==> config.mk <==
export PLATFORM = sky130hd
export DESIGN_NAME = dsp_agu
export DESIGN_NICKNAME = d
export VERILOG_FILES = /design/src/rtl/agu_pkg.sv /design/src/rtl/agu_len_log2.sv /design/src/rtl/agu_wrap_add.sv /design/src/rtl/agu_bit_rev.sv /design/src/rtl/dsp_agu.sv
export SDC_FILE = /design/constraint.sdc
export NUM_CORES = 1
export LEC_CHECK = 0
export BUFFER_PORTS_ARGS = -buffer_cell sky130_fd_sc_hd__clkbuf_2
export CAP_MARGIN = 20
export CELL_PAD_IN_SITES_DETAIL_PLACEMENT = 0
export CELL_PAD_IN_SITES_GLOBAL_PLACEMENT = 1
export CORE_MARGIN = 8
export CORE_UTILIZATION = 45
export DETAILED_ROUTE_END_ITERATION = 7
export MAX_ROUTING_LAYER = met4
export PLACE_DENSITY_LB_ADDON = 0.1
export SYNTH_ARGS = -nofsm -noshare
export SYNTH_HDL_FRONTEND = slang
export SYNTH_SLANG_ARGS = --single-unit
==> constraint.sdc <==
create_clock -name clk -period 6.3 [get_ports clk]
set_clock_uncertainty 0.05 [all_clocks]
set_input_delay 0.945 -clock clk [delete_from_list [all_inputs] [get_ports clk]]
set_output_delay 0.945 -clock clk [all_outputs]
set_load 0.01 [all_outputs]
==> src/rtl/agu_pkg.sv <==
// Package: shared mode encoding for the address generator.
// Assumes a 2-bit mode field; code 3 is decoded as linear by the datapath.
package agu_pkg;
    typedef enum logic [1:0] {
        MODE_LINEAR = 2'd0,
        MODE_CIRC   = 2'd1,
        MODE_BITREV = 2'd2,
        MODE_RSVD   = 2'd3
    } agu_mode_e;
endpackage

==> src/rtl/agu_len_log2.sv <==
// Module: floor(log2) of a buffer length, i.e. the index of its highest set bit.
// Assumes len_i is at least 1; for a power of two the result is exact.
module agu_len_log2 #(
    parameter int LEN_W = 8,
    localparam int NB_W = $clog2(LEN_W + 1)
) (
    input  logic [LEN_W-1:0] len_i,
    output logic [NB_W-1:0]  nbits_o
);
    // Priority scan: the last set bit seen wins.
    always_comb begin
        nbits_o = '0;
        for (int i = 0; i < LEN_W; i++) begin
            if (len_i[i]) nbits_o = NB_W'(i);
        end
    end
endmodule

==> src/rtl/agu_wrap_add.sv <==
// Module: modular adder, (val + inc) mod lim, done as one conditional subtract.
// Assumes val_i < lim_i and inc_i < lim_i, so a single subtraction suffices.
module agu_wrap_add #(
    parameter int LEN_W = 8
) (
    input  logic [LEN_W-1:0] val_i,
    input  logic [LEN_W-1:0] inc_i,
    input  logic [LEN_W-1:0] lim_i,
    output logic [LEN_W-1:0] sum_o
);
    logic [LEN_W:0] raw;

    // Wide sum, then remove one lim when it reaches or passes it.
    always_comb begin
        raw = {1'b0, val_i} + {1'b0, inc_i};
        if (raw >= {1'b0, lim_i}) raw = raw - {1'b0, lim_i};
        sum_o = raw[LEN_W-1:0];
    end
endmodule

==> src/rtl/agu_bit_rev.sv <==
// Module: mirrors the low nbits_i bits of a counter value.
// Assumes val_i < 2**nbits_i; reverses all LEN_W bits, then shifts right
// by (LEN_W - nbits_i) so that only the meaningful bits remain.
module agu_bit_rev #(
    parameter int LEN_W = 8,
    localparam int NB_W = $clog2(LEN_W + 1)
) (
    input  logic [LEN_W-1:0] val_i,
    input  logic [NB_W-1:0]  nbits_i,
    output logic [LEN_W-1:0] rev_o
);
    logic [LEN_W-1:0] full_rev;
    logic [NB_W-1:0]  shamt;

    for (genvar g = 0; g < LEN_W; g++) begin : g_mirror
        assign full_rev[g] = val_i[LEN_W-1-g];
    end

    // Align the mirrored field to bit 0.
    always_comb begin
        shamt = NB_W'(LEN_W) - nbits_i;
        rev_o = full_rev >> shamt;
    end
endmodule

==> src/rtl/dsp_agu.sv <==
// Module: single-pointer address generator with linear, circular and
// bit-reversed modes. The address is combinational from the registered
// base and offset. Assumes step < K in circular mode and K a power of two
// in bit-reversed mode.
module dsp_agu #(
    parameter int ADDR_W = 32,
    parameter int LEN_W  = 8,
    localparam int NB_W  = $clog2(LEN_W + 1)
) (
    input  logic              clk,
    input  logic              rst_n,
    input  logic              cfg_load,
    input  logic [1:0]        cfg_mode,
    input  logic [ADDR_W-1:0] cfg_base,
    input  logic [LEN_W-1:0]  cfg_len,
    input  logic [ADDR_W-1:0] cfg_step,
    input  logic              req,
    output logic [ADDR_W-1:0] addr
);
    import agu_pkg::*;

    agu_mode_e         mode_q;
    logic [ADDR_W-1:0] base_q;
    logic [ADDR_W-1:0] step_q;
    logic [LEN_W-1:0]  len_q;
    logic [ADDR_W-1:0] off_q;
    logic [ADDR_W-1:0] off_nxt;
    logic [LEN_W-1:0]  circ_nxt;
    logic [LEN_W-1:0]  cnt_nxt;
    logic [LEN_W-1:0]  rev_off;
    logic [NB_W-1:0]   nbits;

    agu_wrap_add #(.LEN_W(LEN_W)) u_circ_add (
        .val_i(off_q[LEN_W-1:0]), .inc_i(step_q[LEN_W-1:0]),
        .lim_i(len_q), .sum_o(circ_nxt)
    );

    agu_wrap_add #(.LEN_W(LEN_W)) u_cnt_add (
        .val_i(off_q[LEN_W-1:0]), .inc_i(LEN_W'(1)),
        .lim_i(len_q), .sum_o(cnt_nxt)
    );

    agu_len_log2 #(.LEN_W(LEN_W)) u_log2 (.len_i(len_q), .nbits_o(nbits));

    agu_bit_rev #(.LEN_W(LEN_W)) u_rev (
        .val_i(off_q[LEN_W-1:0]), .nbits_i(nbits), .rev_o(rev_off)
    );

    // Select the offset update for the active mode.
    always_comb begin
        case (mode_q)
            MODE_CIRC:   off_nxt = ADDR_W'(circ_nxt);
            MODE_BITREV: off_nxt = ADDR_W'(cnt_nxt);
            default:     off_nxt = off_q + step_q;
        endcase
    end

    // Form the output address from base and the mode's view of the offset.
    always_comb begin
        case (mode_q)
            MODE_CIRC:   addr = base_q + ADDR_W'(off_q[LEN_W-1:0]);
            MODE_BITREV: addr = base_q + ADDR_W'(rev_off);
            default:     addr = base_q + off_q;
        endcase
    end

    // Configuration capture (load has priority) and pointer advance.
    always_ff @(posedge clk) begin
        if (!rst_n) begin
            mode_q <= MODE_LINEAR;
            base_q <= '0;
            step_q <= '0;
            len_q  <= LEN_W'(1);
            off_q  <= '0;
        end else if (cfg_load) begin
            mode_q <= agu_mode_e'(cfg_mode);
            base_q <= cfg_base;
            step_q <= cfg_step;
            len_q  <= (cfg_len == '0) ? LEN_W'(1) : cfg_len;
            off_q  <= '0;
        end else if (req) begin
            off_q  <= off_nxt;
        end
    end

    // Windowed modes keep the offset below K.
    assert_off_in_window_R3: assert property (@(posedge clk) disable iff (!rst_n)
        (mode_q == MODE_CIRC || mode_q == MODE_BITREV) |-> (off_q < ADDR_W'(len_q)));

    // A load makes the next address equal to the loaded base.
    assert_load_gives_base_R6: assert property (@(posedge clk) disable iff (!rst_n)
        cfg_load |=> (addr == $past(cfg_base)));

    // With no load and no request, the address holds.
    assert_idle_holds_R7: assert property (@(posedge clk) disable iff (!rst_n)
        (!cfg_load && !req) |=> $stable(addr));

    // A linear request advances the address by exactly the step.
    assert_linear_step_R2: assert property (@(posedge clk) disable iff (!rst_n)
        (req && !cfg_load && (mode_q == MODE_LINEAR || mode_q == MODE_RSVD))
        |=> (addr == $past(addr) + $past(step_q)));

    // The mirrored offset keeps the counter's population count.
    assert_rev_popcount_R5: assert property (@(posedge clk) disable iff (!rst_n)
        (mode_q == MODE_BITREV) |-> ($countones(rev_off) == $countones(off_q[LEN_W-1:0])));
endmodule

* Word level (Yosys, flattened, before mapping)
Index checks and enable logic that the tools add are counted.
** Cells by class
- Add/sub/neg operators :: 9
- $lt $le $gt $ge :: 2
- Equality and inequality tests :: 2
- Shift-type cells :: 1
- Muxes and demuxes :: 12
- Bitwise operators :: 1
- Reductions and logical operators :: 2
** Operators by type and width (count)
- $pmux W32 S2 :: 2
- $add A32 B32 Y32 :: 2
- $add A32 B8 Y32 :: 2
- $mux W8 :: 3
- $ge A9 B8 Y1 :: 2
- $sub A8 B8 Y8 :: 2
- $mux W3 :: 4
- $add A8 B1 Y9 const B :: 1
- $add A8 B8 Y9 :: 1
- $logic_not A8 Y1 :: 1
- $shr A8 B4 Y8 :: 1
- $mux W2 :: 2
- $sub A4 B3 Y4 const A :: 1
- $eq A2 B1 Y1 const B :: 1
- $eq A2 B2 Y1 const B :: 1
- $reduce_or A2 Y1 :: 1
- $mux W1 :: 1
- $not A1 Y1 :: 1
** Word-level totals
- Register bits :: 106
- Word-level logic and storage cells :: 34

* Depth between registers and ports, before layout
Gate-level depths: netlist (run 1).
- Word-level depth :: 11
- Mapped depth :: 20

* Cells and area by module
A second synthesis (run 1) with hierarchy kept.
** Unflattened totals
- Cells, all modules :: 1139
- Area, all modules :: 9584.2 µm²
** Modules (own cells, without submodules)
- dsp_agu :: times used 1, cells each 896, area each 7609.8 µm²
- agu_wrap_add at u_cnt_add :: times used 1, cells each 98, area each 809.5 µm²
- agu_wrap_add at u_circ_add :: times used 1, cells each 96, area each 784.5 µm²
- agu_bit_rev :: times used 1, cells each 37, area each 324.1 µm²
- agu_len_log2 :: times used 1, cells each 12, area each 56.3 µm²

* Worst setup path after synthesis (run 1)
No wires, ideal clock.
- Kind :: register -> output
- Start point :: register len_q[1]
- End point :: output port addr[30]
- Arrival :: 4440 ps
- Data required time :: 5305 ps
- Path slack :: 865 ps
- Stages on the path, launching flop included :: 20
- Buffers on the path :: 1
- Cell sequence :: dfxtp_1 > a21oi_1 > o21ai_0 > a21oi_1 > buf_2 > ha_1 > xnor2_1 > mux4_2 > o21ai_0 > ha_1 > inv_1 > fa_1 > nor2b_1 > o31ai_1 > a21oi_1 > a21bo_2 > a211oi_1 > o21ai_0 > nand2_1 > o311ai_0
** On the way
- Cells in the longest elaborated chain, start to end :: 11
** Ends and longest elaborated chain
- start, declared :: line dsp_agu.sv:25 : logic [LEN_W-1:0] len_q;
- start signal, assigned :: line dsp_agu.sv:79 : len_q <= (cfg_len == '0) ? LEN_W'(1) : cfg_len;
- $mux W1 :: line agu_len_log2.sv:14 : if (len_i[i]) nbits_o = NB_W'(i);
- $mux W2 (2 in series) :: line agu_len_log2.sv:14
- $mux W3 (4 in series) :: line agu_len_log2.sv:14
- $sub A4 B3 Y4 :: line agu_bit_rev.sv:21 : shamt = NB_W'(LEN_W) - nbits_i;
- $shr A8 B4 Y8 :: line agu_bit_rev.sv:22 : rev_o = full_rev >> shamt;
- $add A32 B8 Y32 :: line dsp_agu.sv:62 : MODE_BITREV: addr = base_q + ADDR_W'(rev_off);
- $pmux W32 S2 :: line dsp_agu.sv:60 : case (mode_q)
- end, declared :: line dsp_agu.sv:18 : output logic [ADDR_W-1:0] addr
No other way between the ends.

* Final worst setup path (run 1)
- Start point :: register len_q[2]
- End point :: output port addr[24]
** On the way
- Cells in the longest elaborated chain, start to end :: 10
** Ends and longest elaborated chain (line)
- $mux W2 (2 in series) :: agu_len_log2.sv:14
- $mux W3 (4 in series) :: agu_len_log2.sv:14
- $sub A4 B3 Y4 :: agu_bit_rev.sv:21
- $shr A8 B4 Y8 :: agu_bit_rev.sv:22
- $add A32 B8 Y32 :: dsp_agu.sv:62
- $pmux W32 S2 :: dsp_agu.sv:60
No other way between the ends.

==> impl_metrics.csv, run 1 <==
group,metric,value,unit
yosys,synth_flop_cell,"dfxtp_1",
global_route,grt_pass1_wl,38020,um
routing,wire_per_inst,16.67,um
worst_hold_path,holdPathStages,2,
global_route,grt_antenna_before_repair,0,
routing,first_pass_iters,5,
timing,max_slew_margin,32.63,%
cells_and_area,fin_nets,1310,
yosys,synth-edff-count,0,
yosys,synth.area.top_cells,"dfxtp_1 24%, ha_1 12%, mux2i_1 10%, nor2b_1 6.5%, a21oi_1 4.2%",
timing,tns,0,ns
global_route,grt-ovfl-total,0,
worst_setup_path,start_kind,"flop",
worst_hold_path,worstHoldStart,"off_q[25]$_SDFFE_PP0P_",
cells_and_area,final_area,9772,sq um
worst_hold_path,hold_class,"flop to flop",
clocking,hold_buffers,0,
timing,fmax,170.2,MHz
run_status,outcome,"completed",
cells_and_area,area_growth,12.10,%
global_route,groute.usage.overall,20.01,%
place,gp_congestion,0.8810,
power_and_ir_drop,power,1817,uW
worst_setup_path,worstSetupPathType,"flop to primary output",
yosys,avgSynthCellArea,8.231,sq um
cells_and_area,n_antenna_cell,0,
die,rows,51,
clocking,clockBufferDepth,2,
power_and_ir_drop,powerDensity,185.9,nW/um^2
clocking,clock_latency,0.36,ns
clocking,numCtsBuffers,9,
yosys,synth_async_sr_flop_share,0,%
place,place_ws,0.7922,ns
routing,antenna_left,0,
cells_and_area,fin_util,50.88,%
cells_and_area,fill_cells,1917,
yosys,synth_top_area_share,24.34,%
worst_setup_path,regToRegSetupSlack,2.09,ns
worst_hold_path,hold_end,"off_q[25]$_SDFFE_PP0P_",
clocking,cts-root-buf,"clkbuf_16",
worst_setup_path,r2r-end,"off_q[5]$_SDFFE_PP0P_",
timing,period_needed,5.876,ns
die,ioPinCount,110,
global_route,grt_max_degree,76,
worst_setup_path,worstRegToRegCells,14,
cells_and_area,final_cell_mix,"108 x clkbuf_2, 106 x dfxtp_1, 91 x mux2i_1, 91 x nor2b_1, 82 x ha_1",
job,max_cap_violations,0,
cells_and_area,layout_commonest_cell,"clkbuf_2",
clocking,cts-resized-gates,0,
die,fp.dieH,155.2,um
timing,setup_ws,0.4242,ns
yosys,yosysWarnings,0,
power_and_ir_drop,ir_worst_vdd,127.8,uV
yosys,synth_seq_cells,106,
timing,setup_viol,0,
cells_and_area,drive_gt1_share,13.03,%
place,dpl_cell_area,9484,sq um
cells_and_area,regArea,2122,sq um
yosys,synth_largest_area_cell,"dfxtp_1",
yosys,yosysSeqAreaShare,24.34,%
worst_setup_path,r2r-start,"off_q[0]$_SDFFE_PP0P_",
routing,vias_per_cell,5.528,
routing,drc,0,
timing,rsz0062_at_grt,"false",
clocking,clock-sinks,106,
die,coreArea,19210,sq um
clocking,cts_tree,"yes",
timing,maxSlewViolCount,0,
clocking,clk_pin_slew,0.08,ns
worst_setup_path,required,5.30,ns
power_and_ir_drop,leakagePower,0.004616,uW
die,initial_utilization,45.38,%
timing,worst_pin_slew,1.007,ns
yosys,syn_nets,1223,
routing,vias,7827,
timing,finalHoldViolations,0,
worst_setup_path,crit_fanout,8,
yosys,synth_area,8717,sq um
clocking,h-tree-depth,3,
place,numPortBuffers,109,
place,dp_hpwl,18780,um
die,die_w,155.2,um
routing,drtIter0Drc,423,
worst_setup_path,critPathArrivalTime,4.88,ns
timing,period_share,93.27,%
global_route,grt_pass1_vias,7339,
worst_setup_path,end_kind,"primary output",
yosys,synthCells,1059,
clocking,cts_setup_buffers,0,
die,dieArea,24080,sq um
routing,wirelength,23610,um
yosys,ys_types,74,
cells_and_area,multi_input_comb_area,6276,sq um
## worst max-delay path, cell delays in order (launching register included)
cell	delay (ns)
dfxtp_1	0.35
inv_1	0.08
a21oi_1	0.16
o21ai_0	0.09
a21oi_1	0.20
ha_1	0.19
xnor2_1	0.11
buf_4	0.18
mux4_2	0.50
o21ai_0	0.17
ha_1	0.22
inv_1	0.06
fa_1	0.39
nor2b_1	0.17
o31ai_1	0.12
a21oi_1	0.29
a21boi_0	0.20
o21ai_0	0.20
a21oi_1	0.17
o21a_1	0.24
o311a_1	0.30
clkbuf_2	0.13
## layer usage
| metal | wire, um | global-route usage [%] |
|---|---|---|
| met5 | 0 | - |
| met4 | 323 | 5.915 |
| met3 | 1351 | 2.885 |
| met2 | 9515 | 27.83 |
| met1 | 12420 | 29.21 |
## kinds of logic (layout without fill, tap and decap cells)
logic type | count (synthesis) | in the layout | share of synthesized area, %
xor gates and xnor gates | 52 | 52 | 5.225
adders and majority gates | 86 | 86 | 12.69
AOI/OAI and AO/OA | 291 | 291 | 21.92
muxes | 94 | 94 | 11.10
and+or+nand+nor | 348 | 348 | 21.07
DFF | 106 | 106 | 24.34
buffers and inverters | 82 | 174 | 3.660
## registers in the layout, summed over array words and instances (netlist names)
| name | cells |
|---|---|
| len_q | 8 |
| off_q | 32 |
| step_q | 32 |
| base_q | 32 |
| mode_q | 2 |
## how the worst max path moves through the flow
stage | to | depth (start not counted) | from
2_1_floorplan | addr[30] | 19 | len_q[1]$_SDFFE_PN0P_
3_3_place_gp | addr[24] | 20 | len_q[1]$_SDFFE_PN0P_
3_5_place_dp | addr[24] | 20 | len_q[1]$_SDFFE_PN0P_
4_1_cts | addr[24] | 21 | len_q[2]$_SDFFE_PN0P_
5_1_grt | addr[30] | 20 | len_q[1]$_SDFFE_PN0P_
6_report | addr[24] | 21 | len_q[2]$_SDFFE_PN0P_
## synthesized netlist by cell type, drive strengths merged (17+ instances only)
cell type and n:
dfxtp 106, mux2i 91, nor2b 91, ha 82, a21oi 74, nand2 68
o21ai 66, nor2 64, inv 43, xnor2 34, a21o 32, clkbuf 29
and2 28, nor3 26, xor2 18, a211oi 17
## report_power, final
group          internal, uW  switching, uW
Sequential              705           33.2
Clock                   286            279
Combinational           221            291
Total                  1210            603
## final cells by class
| class | instances | share of cell area [%] |
|---|---|---|
| multi-input combinational | 871 | 64.23 |
| timing repair buffer | 115 | 6.069 |
| clock buffer | 11 | 2.484 |
| clock inverter | 5 | 0.4609 |
| tap | 265 | 3.393 |
| inverter | 43 | 1.652 |
| sequential | 106 | 21.72 |
## stage by stage
step           std cells  hold slack [ns]
6_report            1416           0.4386
5_1_grt             1416           0.4623
4_1_cts             1416           0.4371
3_5_place_dp        1400           0.4254
3_3_place_gp        1400           0.4167
2_1_floorplan       1059           0.3926
No activity file was read; power rests on OpenSTA's default activity.
==> inputs of run 2 (changes only) <==
- CAP_MARGIN: 20 -> 5
- clock period: 6.3 -> 7.1 ns (I/O delays scaled with it)
==> run 2 against run 1 <==
Compared with the run above:
- die area stayed put
- sequential power shrank 11%
- critical path depth down 1
- clock-buffer cell count shrank 1
- critical path type unchanged
- global-route usage hardly changed
- critical endpoint is now addr[30]
- worst hold slack barely moved
- register-to-register slack gained 0.85 ns
- setup slack improved by 0.16 ns
==> impl_metrics.csv, run 2 (synthesis results as in run 1) <==
group,metric,value,unit
timing,period_share,91.75,%
routing,drtIter0Drc,355,
cells_and_area,instances_no_fill,1414,
power_and_ir_drop,leakagePower,0.004618,uW
timing,maxSlewViolCount,0,
clocking,h-tree-depth,3,
timing,fmax,153.5,MHz
job,max_cap_violations,0,
die,dieArea,24080,sq um
clocking,hold_buffers,0,
routing,wirelength,23370,um
worst_setup_path,start_kind,"flop",
worst_hold_path,hold_class,"flop to flop",
routing,antenna_left,0,
run_status,outcome,"completed",
global_route,grt_max_degree,77,
routing,vias,7762,
timing,max_slew_margin,35.37,%
place,numPortBuffers,109,
worst_setup_path,crit_fanout,11,
die,rows,51,
clocking,cts-resized-gates,0,
timing,hold_ws,0.4383,ns
timing,worst_pin_slew,0.9660,ns
clocking,clock_latency,0.36,ns
routing,vias_per_cell,5.489,
cells_and_area,fin_nets,1308,
global_route,grt-ovfl-total,0,
clocking,clk_pin_slew,0.08,ns
cells_and_area,layout_commonest_cell,"clkbuf_2",
timing,rsz0062_at_grt,"false",
global_route,grt_pass1_wl,38430,um
power_and_ir_drop,ir_worst_vdd,124.2,uV
worst_setup_path,end_kind,"primary output",
cells_and_area,area_growth,12.19,%
worst_setup_path,critPathArrivalTime,5.40,ns
cells_and_area,drive_gt1_share,12.97,%
worst_hold_path,worstHoldStart,"off_q[27]$_SDFFE_PP0P_",
clocking,clockBufferDepth,2,
routing,drc,0,
routing,first_pass_iters,5,
timing,setup_viol,0,
global_route,groute.usage.overall,20.06,%
cells_and_area,fill_cells,1935,
timing,period_needed,6.514,ns
place,place_ws,0.9261,ns
die,die_w,155.2,um
clocking,clock-sinks,106,
die,initial_utilization,45.38,%
worst_setup_path,critPathLaunch,"len_q[1]$_SDFFE_PN0P_",
clocking,cts_tree,"yes",
die,ioPinCount,110,
worst_setup_path,worstSetupPathType,"flop to primary output",
timing,tns,0,ns
worst_setup_path,required,5.98,ns
global_route,grt_pass1_vias,7447,
die,coreArea,19210,sq um
routing,wire_per_inst,16.52,um
clocking,cts-root-buf,"clkbuf_16",
cells_and_area,n_antenna_cell,0,
clocking,numCtsBuffers,9,
power_and_ir_drop,powerDensity,167.4,nW/um^2
cells_and_area,fin_util,50.92,%
timing,setup_ws,0.5861,ns
worst_setup_path,r2r-start,"off_q[0]$_SDFFE_PP0P_",
place,dp.cells,1398,
place,dp_hpwl,18400,um
cells_and_area,final_cell_mix,"108 x clkbuf_2, 106 x dfxtp_1, 91 x mux2i_1, 91 x nor2b_1, 82 x ha_1",
global_route,grt_antenna_before_repair,0,
die,fp.dieH,155.2,um
cells_and_area,top_regs,"base_q (32), off_q (32), step_q (32)",
place,gp_congestion,0.9464,
timing,finalHoldViolations,0,
clocking,cts_setup_buffers,0,
[run 2: cell count changes in the layout (fill, tap and decap cells not counted)]
| cell | change |
|---|---|
| bufinv_16 | +1 |
| buf_4 | -2 |
| inv_6 | -1 |
| clkbuf_1 | -1 |
| clkinv_2 | +1 |
[run 2: per-stage QoR]
stage	power (uW)	cell area, sq um
finish	1637	9779
global route	1736	9779
CTS	1659	9779
detailed placement	1115	9469
global placement	1116	9469
floorplan	991.3	8717
[run 2: final timing paths]
kind	depth (start not counted)	slack, ns	endpoint
max	20	0.59	addr[30]
min	2	0.44	off_q[27]$_SDFFE_PP0P_
max reg2reg	14	2.94	off_q[5]$_SDFFE_PP0P_
min reg2reg	2	0.44	off_q[27]$_SDFFE_PP0P_
[run 2: power breakdown]
group / switching [uW] / internal, uW / total (uW) / leakage, uW
clock: 247 / 288 / 534 / 0.000151
combinational: 254 / 194 / 447 / 0.00360
sequential: 29.7 / 626 / 656 / 0.000871
total: 530 / 1110 / 1640 / 0.00462
[run 2: critical path, cell delays in order (launching register included)]
cell and delay (ns):
dfxtp_1 0.47, a21oi_1 0.13, o21ai_0 0.16, a21oi_1 0.08, buf_4 0.19, ha_1 0.21, xnor2_1 0.59, mux4_2 0.58
o21ai_0 0.16, ha_1 0.22, inv_1 0.06, fa_1 0.40, nor2b_1 0.16, o31ai_1 0.12, a21oi_1 0.29, a21bo_2 0.23
a211oi_1 0.10, o21ai_0 0.27, nand2_1 0.11, o311ai_0 0.32, clkbuf_2 0.20
[run 2: layout make-up]
type | instances | area [sq um] | area share, %
well taps | 265 | 331.6 | 3.390
inverters | 43 | 161.4 | 1.650
clock buffers | 10 | 239.0 | 2.444
repair buffers | 113 | 578.1 | 5.911
flip-flops and latches | 106 | 2122 | 21.70
clock inverters | 6 | 71.32 | 0.7293
multi-input cells | 871 | 6276 | 64.18
[run 2: layer usage]
| metal | GRT usage (%) | up-vias | routed length [um] |
|---|---|---|---|
| li1 | - | 4019 | - |
| met1 | 28.87 | 3534 | 12290 |
| met2 | 29.13 | 192 | 9562 |
| met3 | 3.024 | 17 | 1256 |
| met4 | 4.113 | 0 | 259 |
| met5 | - | - | 0 |
==> inputs of run 3 (changes only) <==
- BUFFER_PORTS_ARGS: -buffer_cell sky130_fd_sc_hd__clkbuf_2 -> not set
- DONT_BUFFER_PORTS: not set -> 1
==> run 3 against run 2 <==
Compared with the run above:
- via count shrank 5.1%
- maximum frequency up 0.68%
- register-to-register slack lost 0.03 ns
- combinational power down 12%
- largest cell class unchanged
- design area decreased by 6.0%
- critical path type unchanged
- global-route usage hardly changed
- first-iteration DRC count rose by 5.4%
- worst hold slack got worse by 0.0039 ns
- largest power group unchanged
- sequential power about the same
==> impl_metrics.csv, run 3 (synthesis results as in run 1) <==
group,metric,value,unit
die,rows,51,
power_and_ir_drop,leakagePower,0.004138,uW
cells_and_area,drive_gt1_share,3.754,%
timing,tns,0,ns
worst_setup_path,start_kind,"flop",
worst_setup_path,regToRegSetupSlack,2.91,ns
timing,finalHoldViolations,0,
clocking,clk_pin_slew,0.08,ns
routing,drc,0,
global_route,grt_max_degree,78,
worst_setup_path,crit_fanout,11,
cells_and_area,fill_cells,1924,
place,gp_congestion,0.9290,
place,dp_hpwl,18400,um
cells_and_area,layout_commonest_cell,"dfxtp_1",
cells_and_area,area_growth,5.454,%
clocking,clock_latency,0.35,ns
worst_setup_path,required,5.98,ns
global_route,grt_antenna_before_repair,0,
timing,setup_ws,0.6300,ns
worst_setup_path,critPathCapture,"addr[30]",
routing,vias_per_cell,5.647,
routing,antenna_left,0,
place,place_ws,0.9718,ns
timing,maxSlewViolCount,0,
routing,wire_per_inst,18.09,um
timing,setup_viol,0,
timing,rsz0062_at_grt,"false",
global_route,grt-ovfl-total,0,
timing,max_slew_margin,31.83,%
routing,drtIter0Drc,374,
power_and_ir_drop,ir_worst_vdd,101.7,uV
cells_and_area,fin_nets,1198,
die,ioPinCount,110,
timing,fmax,154.6,MHz
routing,first_pass_iters,5,
cells_and_area,final_cell_mix,"106 x dfxtp_1, 91 x mux2i_1, 91 x nor2b_1",
die,coreArea,19210,sq um
clocking,cts-resized-gates,0,
place,numPortBuffers,0,
clocking,numCtsBuffers,9,
worst_setup_path,end_kind,"primary output",
run_status,outcome,"completed",
worst_setup_path,r2r-end,"off_q[5]$_SDFFE_PP0P_",
clocking,cts-root-buf,"clkbuf_16",
power_and_ir_drop,powerDensity,168.1,nW/um^2
worst_setup_path,r2r-start,"off_q[0]$_SDFFE_PP0P_",
worst_setup_path,worstRegToRegCells,14,
die,die_w,155.2,um
routing,vias,7364,
timing,worst_pin_slew,1.019,ns
cells_and_area,fin_util,47.86,%
routing,wirelength,23590,um
die,initial_utilization,45.38,%
clocking,hold_buffers,0,
worst_setup_path,critPathLaunch,"len_q[1]$_SDFFE_PN0P_",
die,dieArea,24080,sq um
clocking,cts_setup_buffers,0,
global_route,grt_pass1_vias,7081,
global_route,groute.usage.overall,20.10,%
timing,period_needed,6.470,ns
worst_hold_path,hold_class,"flop to flop",
cells_and_area,n_antenna_cell,0,
die,fp.dieH,155.2,um
worst_setup_path,critPathArrivalTime,5.36,ns
clocking,cts_tree,"yes",
clocking,clockBufferDepth,2,
global_route,grt_pass1_wl,37980,um
worst_setup_path,worstSetupPathType,"flop to primary output",
clocking,h-tree-depth,3,
timing,period_share,91.13,%
job,max_cap_violations,0,
cells_and_area,top_regs,"base_q (32), off_q (32), step_q (32)",
clocking,clock-sinks,106,
==> run 3: cell count changes in the layout (fill, tap and decap cells not counted) <==
| cell | before | now |
|---|---|---|
| clkinv_2 | 1 | 3 |
| inv_8 | 1 | 0 |
| clkbuf_2 | 108 | 0 |
| inv_6 | 1 | 2 |
| bufinv_16 | 1 | 0 |
| clkinv_4 | 1 | 0 |
| buf_4 | 5 | 3 |
==> run 3: cell type report <==
class	count	area [sq um]	share of cell area [%]
Inverter	43	161.4	1.756
Timing Repair Buffer	3	22.52	0.2450
Multi-Input combinational cell	871	6276	68.27
Clock buffer	10	239.0	2.600
Tap cell	265	331.6	3.607
Sequential cell	106	2122	23.08
Clock inverter	6	40.04	0.4356
==> run 3: through the flow <==
stage	hold WS (ns)	instances	total power, uW	area [sq um]
after detailed placement	0.4273	1288	1062	8914
after floorplan	0.3926	1059	991.3	8717
final	0.4344	1304	1545	9193
after global routing	0.4682	1304	1639	9193
after global placement	0.4197	1288	1063	8914
after CTS	0.4387	1304	1570	9193
==> run 3: metal layers <==
metal | global-route usage [%] | wire length [um] | up-vias
li1 | - | - | 3788
met1 | 28.57 | 12350 | 3390
met2 | 29.19 | 9769 | 171
met3 | 3.856 | 1236 | 15
met4 | 3.697 | 239 | 0
met5 | - | 0 | -
==> run 3: report_power, final <==
group	leakage [uW]	internal, uW	switching, uW	total [uW]
logic	0.00313	169	226	395
clock network	0.000139	249	245	494
registers	0.000871	626	30.2	656
total	0.00414	1040	502	1550
==> run 3: worst min-delay path by stage <==
stage,start,end,slack [ns],cells past startpoint
global placement,off_q[26]$_SDFFE_PP0P_,off_q[26]$_SDFFE_PP0P_,0.42,2
finish,off_q[26]$_SDFFE_PP0P_,off_q[26]$_SDFFE_PP0P_,0.43,2
detailed placement,off_q[25]$_SDFFE_PP0P_,off_q[25]$_SDFFE_PP0P_,0.43,2
CTS,off_q[25]$_SDFFE_PP0P_,off_q[25]$_SDFFE_PP0P_,0.44,2
global route,off_q[24]$_SDFFE_PP0P_,off_q[24]$_SDFFE_PP0P_,0.47,2
floorplan,off_q[16]$_SDFFE_PP0P_,off_q[16]$_SDFFE_PP0P_,0.39,2
==> run 3: critical path, stage by stage, from the launching register on <==
cell and delay (ns):
dfxtp_1 0.47, a21oi_1 0.13, o21ai_0 0.16, a21oi_1 0.08
buf_4 0.19, ha_1 0.21, xnor2_1 0.60, mux4_2 0.57
o21ai_0 0.17, ha_1 0.22, inv_1 0.07, fa_1 0.40
nor2b_1 0.16, o31ai_1 0.12, a21oi_1 0.30, a21bo_2 0.22
a211oi_1 0.10, o21ai_0 0.25, nand2_1 0.10, o311ai_0 0.30
buf_4 0.19
